==> config.mk <==
export PLATFORM = sky130hd
export DESIGN_NAME = rac_alarm_ctrl
export DESIGN_NICKNAME = d
export VERILOG_FILES = /design/src/rtl/rac_pkg.sv /design/src/rtl/rac_status_bit.sv /design/src/rtl/rac_ac_monitor.sv /design/src/rtl/rac_stats.sv /design/src/rtl/rac_alarm_ctrl.sv
export SDC_FILE = /design/constraint.sdc
export NUM_CORES = 1
export LEC_CHECK = 0
export ABC_AREA = 1
export ABC_CLOCK_PERIOD_IN_PS = 2100
export CAP_MARGIN = 0
export CORE_AREA = 2 2 66 68
export DETAILED_ROUTE_END_ITERATION = 10
export DIE_AREA = 0 0 68 70
export DONT_BUFFER_PORTS = 1
export GPL_TIMING_DRIVEN = 0
export PLACE_DENSITY = 0.86
export SKIP_CTS_REPAIR_TIMING = 1
export SLEW_MARGIN = 20
export SYNTH_ARGS = -nofsm -noshare
export SYNTH_HDL_FRONTEND = slang
export SYNTH_SLANG_ARGS = --single-unit
==> constraint.sdc <==
create_clock -name clk -period 2.1 [get_ports clk]
set_input_delay 0.105 -clock clk [delete_from_list [all_inputs] [get_ports clk]]
set_output_delay 0.105 -clock clk [all_outputs]
set_load 0.05 [all_outputs]
==> src/rtl/rac_pkg.sv <==
package rac_pkg;
  localparam int REG_W    = 32;
  localparam int NUM_EVT  = 4;
  localparam int ADDR_W   = 3;

  // status / mask / clear bit positions
  localparam int EVT_VALID = 0;
  localparam int EVT_AC    = 1;
  localparam int EVT_REP   = 2;
  localparam int EVT_RUN   = 3;

  // register word addresses
  localparam logic [ADDR_W-1:0] A_MASK  = 3'd0;
  localparam logic [ADDR_W-1:0] A_STAT  = 3'd1;
  localparam logic [ADDR_W-1:0] A_CLR   = 3'd2;
  localparam logic [ADDR_W-1:0] A_CNT   = 3'd3;
  localparam logic [ADDR_W-1:0] A_SWRST = 3'd4;
endpackage

==> src/rtl/rac_status_bit.sv <==
module rac_status_bit #(
  parameter bit STICKY = 1'b0
) (
  input  logic clk,
  input  logic clr_all_i,
  input  logic set_i,
  input  logic wclr_i,
  output logic q_o
);
  logic q;

  // set beats a software clear; sticky bits ignore the clear entirely
  always_ff @(posedge clk) begin
    if (clr_all_i)                 q <= 1'b0;
    else if (set_i)                q <= 1'b1;
    else if (wclr_i && !STICKY)    q <= 1'b0;
  end

  assign q_o = q;
endmodule

==> src/rtl/rac_ac_monitor.sv <==
module rac_ac_monitor #(
  parameter int FAIL_RUN = 4
) (
  input  logic clk,
  input  logic clr_all_i,
  input  logic halted_i,
  input  logic fail_i,
  input  logic pass_i,
  output logic trip_o
);
  localparam int RW = (FAIL_RUN < 2) ? 1 : $clog2(FAIL_RUN);
  localparam logic [RW-1:0] LAST = RW'(FAIL_RUN - 1);

  logic [RW-1:0] run_q;

  assign trip_o = fail_i && !halted_i && (run_q == LAST);

  always_ff @(posedge clk) begin
    if (clr_all_i) begin
      run_q <= '0;
    end else if (!halted_i) begin
      if (fail_i)      run_q <= trip_o ? '0 : run_q + 1'b1;
      else if (pass_i) run_q <= '0;
    end
  end
endmodule

==> src/rtl/rac_stats.sv <==
module rac_stats #(
  parameter int START_W = 14,
  parameter int FAIL_W  = 8
) (
  input  logic               clk,
  input  logic               clr_all_i,
  input  logic               wr_clr_i,
  input  logic               start_i,
  input  logic               fail_i,
  output logic [START_W-1:0] starts_o,
  output logic [FAIL_W-1:0]  fails_o
);
  logic [START_W-1:0] starts_q;
  logic [FAIL_W-1:0]  fails_q;
  logic               frozen;

  assign frozen = (&starts_q) || (&fails_q);

  always_ff @(posedge clk) begin
    if (clr_all_i || wr_clr_i) begin
      starts_q <= '0;
      fails_q  <= '0;
    end else if (!frozen) begin
      if (start_i) starts_q <= starts_q + 1'b1;
      if (fail_i)  fails_q  <= fails_q + 1'b1;
    end
  end

  assign starts_o = starts_q;
  assign fails_o  = fails_q;
endmodule

==> src/rtl/rac_alarm_ctrl.sv <==
module rac_alarm_ctrl
  import rac_pkg::*;
#(
  parameter int FAIL_RUN = 4,
  parameter int START_W  = 14,
  parameter int FAIL_W   = 8
) (
  input  logic        clk,
  input  logic        rst,
  input  logic        evt_valid_i,
  input  logic        evt_rep_i,
  input  logic        evt_run_i,
  input  logic        ac_start_i,
  input  logic        ac_pass_i,
  input  logic        ac_fail_i,
  input  logic        bus_wr_i,
  input  logic [2:0]  bus_addr_i,
  input  logic [31:0] bus_wdata_i,
  output logic [31:0] bus_rdata_o,
  output logic        irq_o,
  output logic        halted_o
);
  localparam int CNT_W = START_W + FAIL_W;

  logic wr_mask, wr_clr, wr_cnt, wr_swrst, clr_all;
  logic [NUM_EVT-1:0] mask_q;
  logic [NUM_EVT-1:0] status_q;
  logic [NUM_EVT-1:0] set_vec;
  logic [NUM_EVT-1:0] clr_vec;
  logic               halted;
  logic               trip;
  logic [START_W-1:0] st_starts;
  logic [FAIL_W-1:0]  st_fails;
  logic [REG_W-1:0]   rd_next;

  assign wr_mask  = bus_wr_i && (bus_addr_i == A_MASK);
  assign wr_clr   = bus_wr_i && (bus_addr_i == A_CLR);
  assign wr_cnt   = bus_wr_i && (bus_addr_i == A_CNT);
  assign wr_swrst = bus_wr_i && (bus_addr_i == A_SWRST) && bus_wdata_i[0];
  assign clr_all  = rst || wr_swrst;

  assign halted = status_q[EVT_AC];

  // mask survives the software reset
  always_ff @(posedge clk) begin
    if (rst)          mask_q <= '0;
    else if (wr_mask) mask_q <= bus_wdata_i[NUM_EVT-1:0];
  end

  rac_ac_monitor #(.FAIL_RUN(FAIL_RUN)) u_acmon (
    .clk       (clk),
    .clr_all_i (clr_all),
    .halted_i  (halted),
    .fail_i    (ac_fail_i),
    .pass_i    (ac_pass_i),
    .trip_o    (trip)
  );

  always_comb begin
    set_vec            = '0;
    set_vec[EVT_VALID] = evt_valid_i && !halted;
    set_vec[EVT_AC]    = trip;
    set_vec[EVT_REP]   = evt_rep_i;
    set_vec[EVT_RUN]   = evt_run_i;
    clr_vec            = wr_clr ? bus_wdata_i[NUM_EVT-1:0] : '0;
  end

  for (genvar i = 0; i < NUM_EVT; i++) begin : g_stat
    rac_status_bit #(.STICKY(i == EVT_AC)) u_bit (
      .clk       (clk),
      .clr_all_i (clr_all),
      .set_i     (set_vec[i]),
      .wclr_i    (clr_vec[i]),
      .q_o       (status_q[i])
    );
  end

  rac_stats #(.START_W(START_W), .FAIL_W(FAIL_W)) u_stats (
    .clk       (clk),
    .clr_all_i (clr_all),
    .wr_clr_i  (wr_cnt),
    .start_i   (ac_start_i && !halted),
    .fail_i    (ac_fail_i && !halted),
    .starts_o  (st_starts),
    .fails_o   (st_fails)
  );

  always_comb begin
    rd_next = '0;
    case (bus_addr_i)
      A_MASK:  rd_next[NUM_EVT-1:0] = mask_q;
      A_STAT:  rd_next[NUM_EVT-1:0] = status_q;
      A_CNT:   rd_next[CNT_W-1:0]   = {st_fails, st_starts};
      default: rd_next = '0;
    endcase
  end

  always_ff @(posedge clk) begin
    if (rst) bus_rdata_o <= '0;
    else     bus_rdata_o <= rd_next;
  end

  assign irq_o    = |(status_q & ~mask_q);
  assign halted_o = halted;
endmodule

# --- Word level (Yosys, flattened, before mapping) ---
# Index checks and enable logic that the tools add are counted.
word_totals:
  register_bits: 64
  output_inout_bits: 34
  elab_cells: 60
op_classes:
  addsub: 3
  n_eq_ne: 5
  mux: 11
  bitwise_logic: 5
  reduce_logical: 25
ops:
  columns: ["operator", "n"]
  rows:
  - ["$add 14x1->14 const B", 1]
  - ["$reduce_and 14->1", 1]
  - ["$pmux 4 s3", 1]
  - ["$logic_and 1x1->1", 9]
  - ["$add 8x1->8 const B", 1]
  - ["$reduce_and 8->1", 1]
  - ["$reduce_bool 2->1", 4]
  - ["$eq 3x2->1 const B", 2]
  - ["$mux 1", 6]
  - ["$mux 2", 3]
  - ["$reduce_and 2->1", 3]
  - ["$and 4x4->4", 1]
  - ["$mux 4", 1]
  - ["$not 4->4", 1]
  - ["$reduce_or 4->1", 1]
  - ["$eq 3x1->1 const B", 1]
  - ["$eq 3x3->1 const B", 1]
  - ["$logic_not 3->1", 1]
  - ["$logic_or 1x1->1", 3]
  - ["$not 1->1", 3]
  - ["$add 2x1->2 const B", 1]
  - ["$eq 2x2->1 const B", 1]
  - ["$reduce_or 2->1", 1]
  - ["$logic_not 1->1", 1]

# --- Logic depth before layout (Yosys ltp) ---
# Gate-level depths: netlist of the first run.
logic_depth:
  ltp_word: 5
  depth_mapped: 10

# --- Modules after synthesis ---
# Synthesis of the first run repeated with hierarchy kept, for this count alone.
unflattened:
  hier_cells: 404
  area_unflattened_um2: 2896.5
modules_own_cells:
  columns: ["mod", "instances", "cells_per_inst", "area_per_inst_um2"]
  rows:
  - ["rac_stats", 1, 218, 1471.4]
  - ["rac_alarm_ctrl", 1, 152, 1164.9]
  - ["rac_status_bit at g_stat[0].u_bit ...", 3, 5, 40.0]
  - ["rac_ac_monitor", 1, 16, 112.6]
  - ["rac_status_bit at g_stat[1].u_bit", 1, 3, 27.5]

# --- Worst setup path after synthesis of the first run ---
# Ideal clock, no wire load.
synth_timing:
  kind: "register to output"
  from: "register g_stat[1].u_bit.q"
  to: "output irq_o"
  arrival_ns: 1.938
  slack_ns: 0.057
  stages_incl_launch_ff: 3
  cell_sequence: "dfxtp_1 inv_1 o21ai_0"
synth_between:
  elab_chain_len: 2
synth_lines:
  columns: ["item", "line", "rtl"]
  rows:
  - ["start, declared", "rac_status_bit.sv:10", "logic q;"]
  - ["start signal, assigned", "rac_status_bit.sv:14", "if (clr_all_i) q <= 1'b0;"]
  - ["start signal, assigned", "rac_status_bit.sv:15", "else if (set_i) q <= 1'b1;"]
  - ["start signal, assigned", "rac_status_bit.sv:16", "else if (wclr_i && !STICKY) q <= 1'b0;"]
  - ["$and 4x4->4", "rac_alarm_ctrl.sv:103", "assign irq_o = |(status_q & ~mask_q);"]
  - ["$reduce_or 4->1", "rac_alarm_ctrl.sv:103", null]
  - ["end, declared", "rac_alarm_ctrl.sv:20", "output logic irq_o,"]
# Every way passes these cells.

# --- Worst setup path in the final report of the first run ---
# Ends and elaborated chain as after synthesis.

==> results of run 1 <==
## stage by stage
stage	setup WS (ns)	utilization [%]	setup TNS, ns	hold WS, ns
4_1_cts	-0.0170	67.6	-0.0170	-0.147
3_5_place_dp	0.319	65.8	0	0.176
2_1_floorplan	0.0571	-	0	0.174
6_report	0.209	69.9	0	0.00386
5_1_grt	0.137	69.9	0	0.00100
3_3_place_gp	-0.0950	65.8	-0.0950	0.175
## how the worst max path moves through the flow
stage	start	end	slack (ns)	cells after the start
2_1_floorplan	g_stat[1].u_bit.q_o	irq_o	0.06	2
3_3_place_gp	g_stat[1].u_bit.q_o	irq_o	-0.1	2
3_5_place_dp	g_stat[1].u_bit.q_o	irq_o	0.32	2
4_1_cts	g_stat[1].u_bit.q_o	irq_o	-0.02	2
5_1_grt	g_stat[1].u_bit.q_o	u_stats.starts_o[13]	0.14	9
6_report	g_stat[1].u_bit.q_o	irq_o	0.21	2
## registers in the layout, summed over array words and instances (netlist names)
| register | cells |
|---|---|
| bus_rdata_o | 22 |
| g_stat.u_bit.q_o | 4 |
| mask_q | 4 |
| u_acmon.run_q | 2 |
| u_stats.fails_o | 8 |
| u_stats.starts_o | 14 |
## cell usage after synthesis
cell type / number
sky130_fd_sc_hd__nand2_1: 80
sky130_fd_sc_hd__inv_1: 65
sky130_fd_sc_hd__nor2_1: 65
sky130_fd_sc_hd__dfxtp_1: 54
sky130_fd_sc_hd__nand3_1: 36
sky130_fd_sc_hd__a21oi_1: 12
sky130_fd_sc_hd__buf_4: 12
sky130_fd_sc_hd__nor2_2: 8
sky130_fd_sc_hd__nor2_4: 6
sky130_fd_sc_hd__o21ai_0: 5
sky130_fd_sc_hd__nand2_2: 4
sky130_fd_sc_hd__o22ai_1: 4
sky130_fd_sc_hd__ha_1: 3
sky130_fd_sc_hd__inv_2: 3
sky130_fd_sc_hd__nand3_2: 3
sky130_fd_sc_hd__nand4_1: 3
sky130_fd_sc_hd__buf_2: 2
sky130_fd_sc_hd__buf_6: 2
sky130_fd_sc_hd__a21oi_2: 1
sky130_fd_sc_hd__a221oi_1: 1
sky130_fd_sc_hd__a22oi_1: 1
sky130_fd_sc_hd__and3_1: 1
sky130_fd_sc_hd__conb_1: 1
sky130_fd_sc_hd__nand2_4: 1
sky130_fd_sc_hd__nand3b_4: 1
sky130_fd_sc_hd__nor3_1: 1
sky130_fd_sc_hd__nor4_1: 1
sky130_fd_sc_hd__o21ai_2: 1
sky130_fd_sc_hd__o221ai_1: 1
sky130_fd_sc_hd__xor2_1: 1
## placed cells by master (no fill, tap or decap), types with 4 or more instances in the layout
cell type and count:
sky130_fd_sc_hd__dfxtp_1 54, sky130_fd_sc_hd__nand2_2 4, sky130_fd_sc_hd__a21oi_1 12, sky130_fd_sc_hd__nor2_1 65, sky130_fd_sc_hd__nor2_2 8, sky130_fd_sc_hd__nand2_1 80, sky130_fd_sc_hd__clkbuf_8 5, sky130_fd_sc_hd__nor2_4 6
sky130_fd_sc_hd__inv_1 65, sky130_fd_sc_hd__nand3_1 36, sky130_fd_sc_hd__buf_4 12, sky130_fd_sc_hd__o21ai_0 4, sky130_fd_sc_hd__dlygate4sd3_1 9, sky130_fd_sc_hd__o22ai_1 4, sky130_fd_sc_hd__conb_1 10
## metal layers
| layer | global-route usage [%] | vias to the layer above | routed length [um] |
|---|---|---|---|
| met5 | 0 | - | 0 |
| met4 | 9.33 | 0 | 97 |
| met3 | 5.15 | 10 | 265 |
| met2 | 39.1 | 62 | 2650 |
| met1 | 26.6 | 1020 | 2210 |
| li1 | - | 1192 | - |
## cells by family after synthesis
family,count (synthesis)
flip-flops,54
other,1
adder cells (fa/ha/maj),3
AND/OR/NAND/NOR,210
AO/OA/AOI/OAI,26
XOR/XNOR,1
buffers and inverters,84
## where the power goes
group	total, uW	switching, uW	internal [uW]
combinational	191	126	65.1
clock	533	303	230
sequential	1070	24.1	1040
## worst reg2reg max path: cells and delay by family, from the launching register on
family,cells,cell delay [ns]
DFF,1,0.71
buffers and inverters,3,0.45
and+or+nand+nor,6,0.62
## cell type report
type / count / share of cell area [%]
plain buffers: 16 / 4.24
clock buffers: 7 / 2.64
multi-input cells: 250 / 41.6
flip-flops and latches: 54 / 37.3
well taps: 52 / 2.25
inverters: 68 / 8.82
repair buffers: 9 / 3.11
==> implementation parameters, run 1 <==
Parameter                              Value

Outcome
  Outcome    complete, no violations

Power
  Final Power    1790 uW
  Worst vdd rail ir drop    0.000400 V
  Lkg Pwr    0.00135 uW
  Power density over the cells    619 nW/um^2

Die
  Overall die area    4760 sq um
  Overall die width    68 um
  I/O pins    78
  Total number of placement rows    24
  Die height    70 um
  Core region area    4140 sq um
  Effective utilization at floorplan    63.4%

STA
  Headroom to the max-slew limit    60.3%
  Setup repair after global routing missed its margin    no
  Max Transition Viols Final    0
  Minimum clock period after layout    1.89 ns
  Worst clock skew    0.00309 ns
  Count of final hold-check violations    0
  Maximum clock frequency    529 MHz
  Share of the clock period used by the worst path    90.0%
  Count of final setup violators    0
  Worst Tran Pin Value    0.595 ns

Synthesis
  Syn Inst Count    379
  Syn Std Cell Area    2630 sq um
  Largest family of logic cells by synthesized area    simple AND/OR/NAND/NOR gates
  Count of warnings emitted by yosys    0
  Flops & latches, synth    54
  Unique cell type count in the Yosys netlist    30
  Portion of netlist area occupied by mux cells    0%
  Post-synthesis share of cell area spent on and, or, nand and nor gates    36.7%
  Per-instance average area after synthesis    6.93 sq um
  Fraction of the mapped netlist area in compound gates    5.81%
  Share of the yosys chip area belonging to registers    41.2%
  Most area-consuming cells after synthesis    sky130_fd_sc_hd__dfxtp_1, sky130_fd_sc_hd__nand2_1, sky130_fd_sc_hd__inv_1
  Adder and majority cell fraction of the synthesized area    1.43%
  Leading area contributor after synthesis    sky130_fd_sc_hd__dfxtp_1
  Share of Yosys cell area claimed by the top area cell type    41.2%
  Xor-xnor portion of the synthesized cell area    0.333%

Layout
  Layout cells sized above 1    12.4%
  Fill cells    341
  Synth-to-layout area growth    10.2%
  Layout Cell Area excl Fill    2900 sq um
  Footprint of the multi-input gates    1200 sq um
  Net total in the final layout    451
  Diode insertion count for antenna repair    0
  Final Instance Count excl. Fillers    456
  Area occupied by registers    1080 sq um

Run
  Max_cap viols    0

Min path
  Worst min-delay path class    input pin to flip-flop
  Worst-case hold path end point    u_stats.fails_o[0]
  Startpoint of the worst hold path    bus_wr_i
  Number of cells on the worst hold path    3

Route
  ANT nets after route    0
  Initial DRT Pass Iterations    5
  Number of remaining DRC errors    0
  Routed length per instance    11.5 um
  Number of violations reported at the end of detailed-routing iteration 0    99
  Average via count per standard cell    5.01
  Wire length reported by the detailed router    5.23 mm
  Number of vias in the routed layout    2284

Worst setup path
  Worst path required time    2.00 ns
  Master of the slowest instance on the critical path    sky130_fd_sc_hd__dfxtp_1
  Cell chain of the critical path    inv_1 -> o21ai_2
  R2r endpoint    u_stats.starts_o[13]
  Peak fanout along the critical path    5
  CP delay by family, top    flip-flops
  Category of the worst setup path capture point    output pin
  Critical Path AT    1.79 ns
  Worst reg2reg path depth    9
  CP Launch Type    flip-flop
  Critical setup path kind    flip-flop to output pin
  Critical Path Max Stage Delay    0.71 ns
  Reg2Reg Setup Slack    0.25 ns
  Crit Reg-Reg Startpoint    g_stat[1].u_bit.q_o
  Buf/Inv on CP    1

GRT
  Initial antenna violation count    0
  First-pass GRT wire length    8.50 mm
  Number of global-route vias before repair    2086
  Sum of overflow across all layers after global routing    0
  Pin count of the biggest net entering global routing    15
  Tot GR Track Use    22.8%

Clock tree
  Total CTS buffers    5
  Number of sinks handled by clock tree synthesis    54
  TritonCTS clock tree    yes
  CTS clock-pin slew for the worst setup and hold paths    0.08 ns
  Clock Root Buffer    sky130_fd_sc_hd__clkbuf_8
  Clock Latency Late Sink    0.30 ns
  Longest Clk Path Bufs    2
  H-Tree Level Count    2

Placement
  Number of port buffers    0
  Half-perimeter wire length of the detailed placement result    3.80 mm
  Placed inst area    2730 sq um
  DP Cell Count    440
  Global placer's final weighted congestion    0.937
No activity file was read; power rests on OpenSTA's default activity.
==> inputs of run 2 (changes only) <==
--- a/config.mk
+++ b/config.mk
@@ -8,14 +8,15 @@
 export ABC_AREA = 1
 export ABC_CLOCK_PERIOD_IN_PS = 2100
 export CAP_MARGIN = 0
-export CORE_AREA = 2 2 66 68
+export CORE_AREA = 2 2 69 71
 export DETAILED_ROUTE_END_ITERATION = 10
-export DIE_AREA = 0 0 68 70
+export DIE_AREA = 0 0 71 73
 export DONT_BUFFER_PORTS = 1
 export GPL_TIMING_DRIVEN = 0
-export PLACE_DENSITY = 0.86
+export PLACE_DENSITY = 0.87
 export SKIP_CTS_REPAIR_TIMING = 1
 export SLEW_MARGIN = 20
 export SYNTH_ARGS = -nofsm -noshare
 export SYNTH_HDL_FRONTEND = slang
+export SYNTH_HIERARCHICAL = 1
 export SYNTH_SLANG_ARGS = --single-unit
==> run 2 against run 1 <==
Against the previous run: first-iteration DRC count is 37% higher; clock-buffer cell count fell by 1; setup slack improved by 0.0026 ns; power is 8.7% higher; maximum frequency increased by 0.14%; sequential cell count is the same; non-clock buffer count grew 2; register-to-register slack better by 0.03 ns; hold slack improved by 0.013 ns; via count up 3.9%; area after synthesis is 10% higher; core utilization is 0.091 points higher.
==> implementation parameters, run 2 <==
Parameter                              Value

Worst setup path
  Worst path required time    2.00 ns (about the same)
  Peak fanout along the critical path    7 (+2)
  Critical Path AT    1.78 ns (about the same)
  Cell chain of the critical path    inv_1 -> nor2_1 -> nor2_1 -> nand2_1
  Worst reg2reg path depth    8 (-1)
  Category of the worst setup path capture point    output pin
  CP Launch Type    flip-flop
  R2r endpoint    u_stats/starts_o[13]
  Most common cell on crit path    sky130_fd_sc_hd__nor2_1
  Crit Reg-Reg Startpoint    g_stat[1].u_bit/q_o
  Reg2Reg Setup Slack    0.28 ns (+0.03 ns)
  Critical setup path kind    flip-flop to output pin
  Critical Path Max Stage Delay    0.80 ns (+0.09 ns)
  Master of the slowest instance on the critical path    sky130_fd_sc_hd__dfxtp_1

Layout
  Footprint of the multi-input gates    1360 sq um (+13%)
  Area occupied by registers    1080 sq um (unchanged)
  Layout Cell Area excl Fill    3170 sq um (+9.6%)
  Number of flip-flops in the largest register    22 (unchanged)
  Most frequent standard cell in the layout excluding fill and tap cells    sky130_fd_sc_hd__inv_1
  Fin util    70.0% (+0.091 points)
  Fill cells    353 (+3.5%)
  Layout cells sized above 1    19.0% (+6.6 points)
  Synth-to-layout area growth    9.83%
  Diode insertion count for antenna repair    0 (unchanged)
  Net total in the final layout    473 (+4.9%)
  Register with the most flip-flops    bus_rdata_o
  Most frequent cells in the layout    sky130_fd_sc_hd__inv_1, sky130_fd_sc_hd__nor2_1, sky130_fd_sc_hd__nand2_1

Power
  Clock Power Share    31.7% (+2.0 points)
  Lkg Pwr    0.00143 uW (+6.2%)
  Switching fraction of total power    27.8% (+2.5 points)
  Power share of the sequential group    55.9% (-3.7 points)
  Power dissipated by switching net loads    541 uW (+20%)
  Power density over the cells    614 nW/um^2 (-0.83%)
  Worst vdd rail ir drop    0.000377 V (-5.9%)
  Power share of the combinational group    12.5% (+1.8 points)
  Design internal power    1410 uW (+5.0%)

GRT
  Most Used Layer, Global Route    met2
  Tot GR Track Use    21.8% (-0.94 points)
  Initial antenna violation count    0 (unchanged)
  First-pass GRT wire length    9.01 mm (+6.0%)
  Sum of overflow across all layers after global routing    0 (unchanged)
  Met3 usage    5.25% (+0.096 points)
  Global routing met1 resource utilization    24.3% (-2.3 points)
  GR met2 Demand/Resource    39.7% (+0.62 points)
  Pin count of the biggest net entering global routing    18 (+3)
  Number of global-route vias before repair    2219 (+6.4%)

Route
  Average via count per standard cell    4.93 (-1.5%)
  Initial DRT Pass Iterations    4 (-1)
  Number of remaining DRC errors    0 (unchanged)
  Routed length per instance    11.3 um (-1.8%)
  Wire length reported by the detailed router    5.41 mm (+3.6%)
  Number of vias in the routed layout    2372 (+3.9%)
  Number of violations reported at the end of detailed-routing iteration 0    136 (+37%)
  ANT nets after route    0 (unchanged)

STA
  Maximum clock frequency    530 MHz (+0.14%)
  Worst clock skew    0.0117 ns (+0.00859 ns)
  Max Transition Viols Final    0 (unchanged)
  Aggregate negative setup slack    0 ns (unchanged)
  Worst hold slack after final layout    0.0173 ns (+0.0134 ns)
  Count of final hold-check violations    0 (unchanged)
  Worst Tran Pin Value    1.02 ns (+0.421 ns)
  Min setup slack post-route    0.212 ns (+0.00256 ns)
  Count of final setup violators    0 (unchanged)
  Setup repair after global routing missed its margin    no
  Minimum clock period after layout    1.89 ns (-0.00256 ns)
  Share of the clock period used by the worst path    89.9% (-0.12 points)
  Headroom to the max-slew limit    31.5% (-29 points)

Min path
  Number of cells on the worst hold path    3 (unchanged)
  Worst min-delay path class    input pin to flip-flop
  Startpoint of the worst hold path    ac_fail_i
  Worst-case hold path end point    u_acmon/run_q[1]

Die
  I/O pins    78 (unchanged)
  Overall die area    5180 sq um (+8.9%)
  Overall die width    71 um (+4.4%)
  Die height    73 um (+4.3%)
  Core region area    4540 sq um (+9.5%)
  Total number of placement rows    25 (+4.2%)
  Effective utilization at floorplan    63.7% (+0.32 points)

Placement
  Placed inst area    2990 sq um (+9.7%)
  Number of port buffers    0 (unchanged)
  Half-perimeter wire length of the detailed placement result    3.96 mm (+4.4%)
  Global placer's final weighted congestion    0.829 (-11%)
  Worst setup slack after placement    0.0635 ns (-0.255 ns)

Clock tree
  Number of sinks handled by clock tree synthesis    54 (unchanged)
  TritonCTS clock tree    yes
  Total CTS buffers    5 (unchanged)
  CTS clock-pin slew for the worst setup and hold paths    0.09 ns (about the same)
  Clock Latency Late Sink    0.31 ns (about the same)
  Longest Clk Path Bufs    2 (unchanged)
  Clock Root Buffer    sky130_fd_sc_hd__clkbuf_8
  H-Tree Level Count    2 (unchanged)

Synthesis
  Syn Std Cell Area    2890 sq um (+10%)
  Syn Inst Count    402 (+6.1%)
  Count of warnings emitted by yosys    6 (+6)
  Per-instance average area after synthesis    7.19 sq um (+3.7%)

Run
  Max_cap viols    0 (unchanged)

Outcome
  Outcome    complete, no violations
==> run 2: cell count changes in the layout (fill, tap and decap cells not counted), sizes merged, moves of 3 or more <==
| cell | previous run | this run |
|---|---|---|
| nand2 | 85 | 72 |
| nor3 | 1 | 4 |
| xor2 | 1 | 5 |
| inv | 68 | 80 |
| o22ai | 4 | 1 |
| nor2 | 79 | 95 |
| a21oi | 13 | 9 |
| clkinv | 0 | 4 |
| nand4 | 3 | 9 |
==> run 2: final cells by class <==
cell class                      instances  area share [%]
Buffer                                 19            5.44
Clock inverter                          2           0.552
Multi-Input combinational cell        256            43.0
Tap cell                               54            2.13
Timing Repair Buffer                    8            2.52
Sequential cell                        54            34.1
Inverter                               82            9.70
Clock buffer                            6            2.60
==> run 2: power by group through the flow <==
stage	combinational [uW]	clock, uW	sequential [uW]
6_report	243	616	1090
5_1_grt	270	669	1090
4_1_cts	229	633	1090
3_5_place_dp	228	0	1110
3_3_place_gp	221	0	1110
2_1_floorplan	202	0	1110
==> run 2: through the flow <==
stage / total power, uW / instances
3_3_place_gp: 1330 / 465
6_report: 1950 / 481
4_1_cts: 1950 / 473
5_1_grt: 2030 / 481
2_1_floorplan: 1310 / 411
3_5_place_dp: 1340 / 465
==> run 2: how the worst max path moves through the flow <==
stage | from | to | slack (ns) | depth (start not counted)
finish | g_stat[1].u_bit/q_o | irq_o | 0.21 | 4
global route | rst | u_stats/fails_o[7] | 0.08 | 7
CTS | g_stat[1].u_bit/q_o | u_stats/starts_o[10] | 0.09 | 6
detailed placement | bus_addr_i[1] | u_stats/starts_o[0] | 0.06 | 8
global placement | bus_addr_i[1] | u_stats/starts_o[0] | 0.09 | 8
floorplan | g_stat[1].u_bit/q_o | u_stats/starts_o[11] | 0.39 | 8
==> run 2: critical path, delay by kind of cell (launching register included) <==
family	cells	cell delay, ns
buffers and inverters	1	0.15
flip-flops	1	0.80
AND/OR/NAND/NOR	3	0.54
==> run 2: per-layer routing <==
metal	share of wire, %	vias to the layer above	wire [um]
li1	-	1240	-
met1	43	1076	2350
met2	51	49	2780
met3	3.7	7	200
met4	1.5	0	82
met5	0	-	0
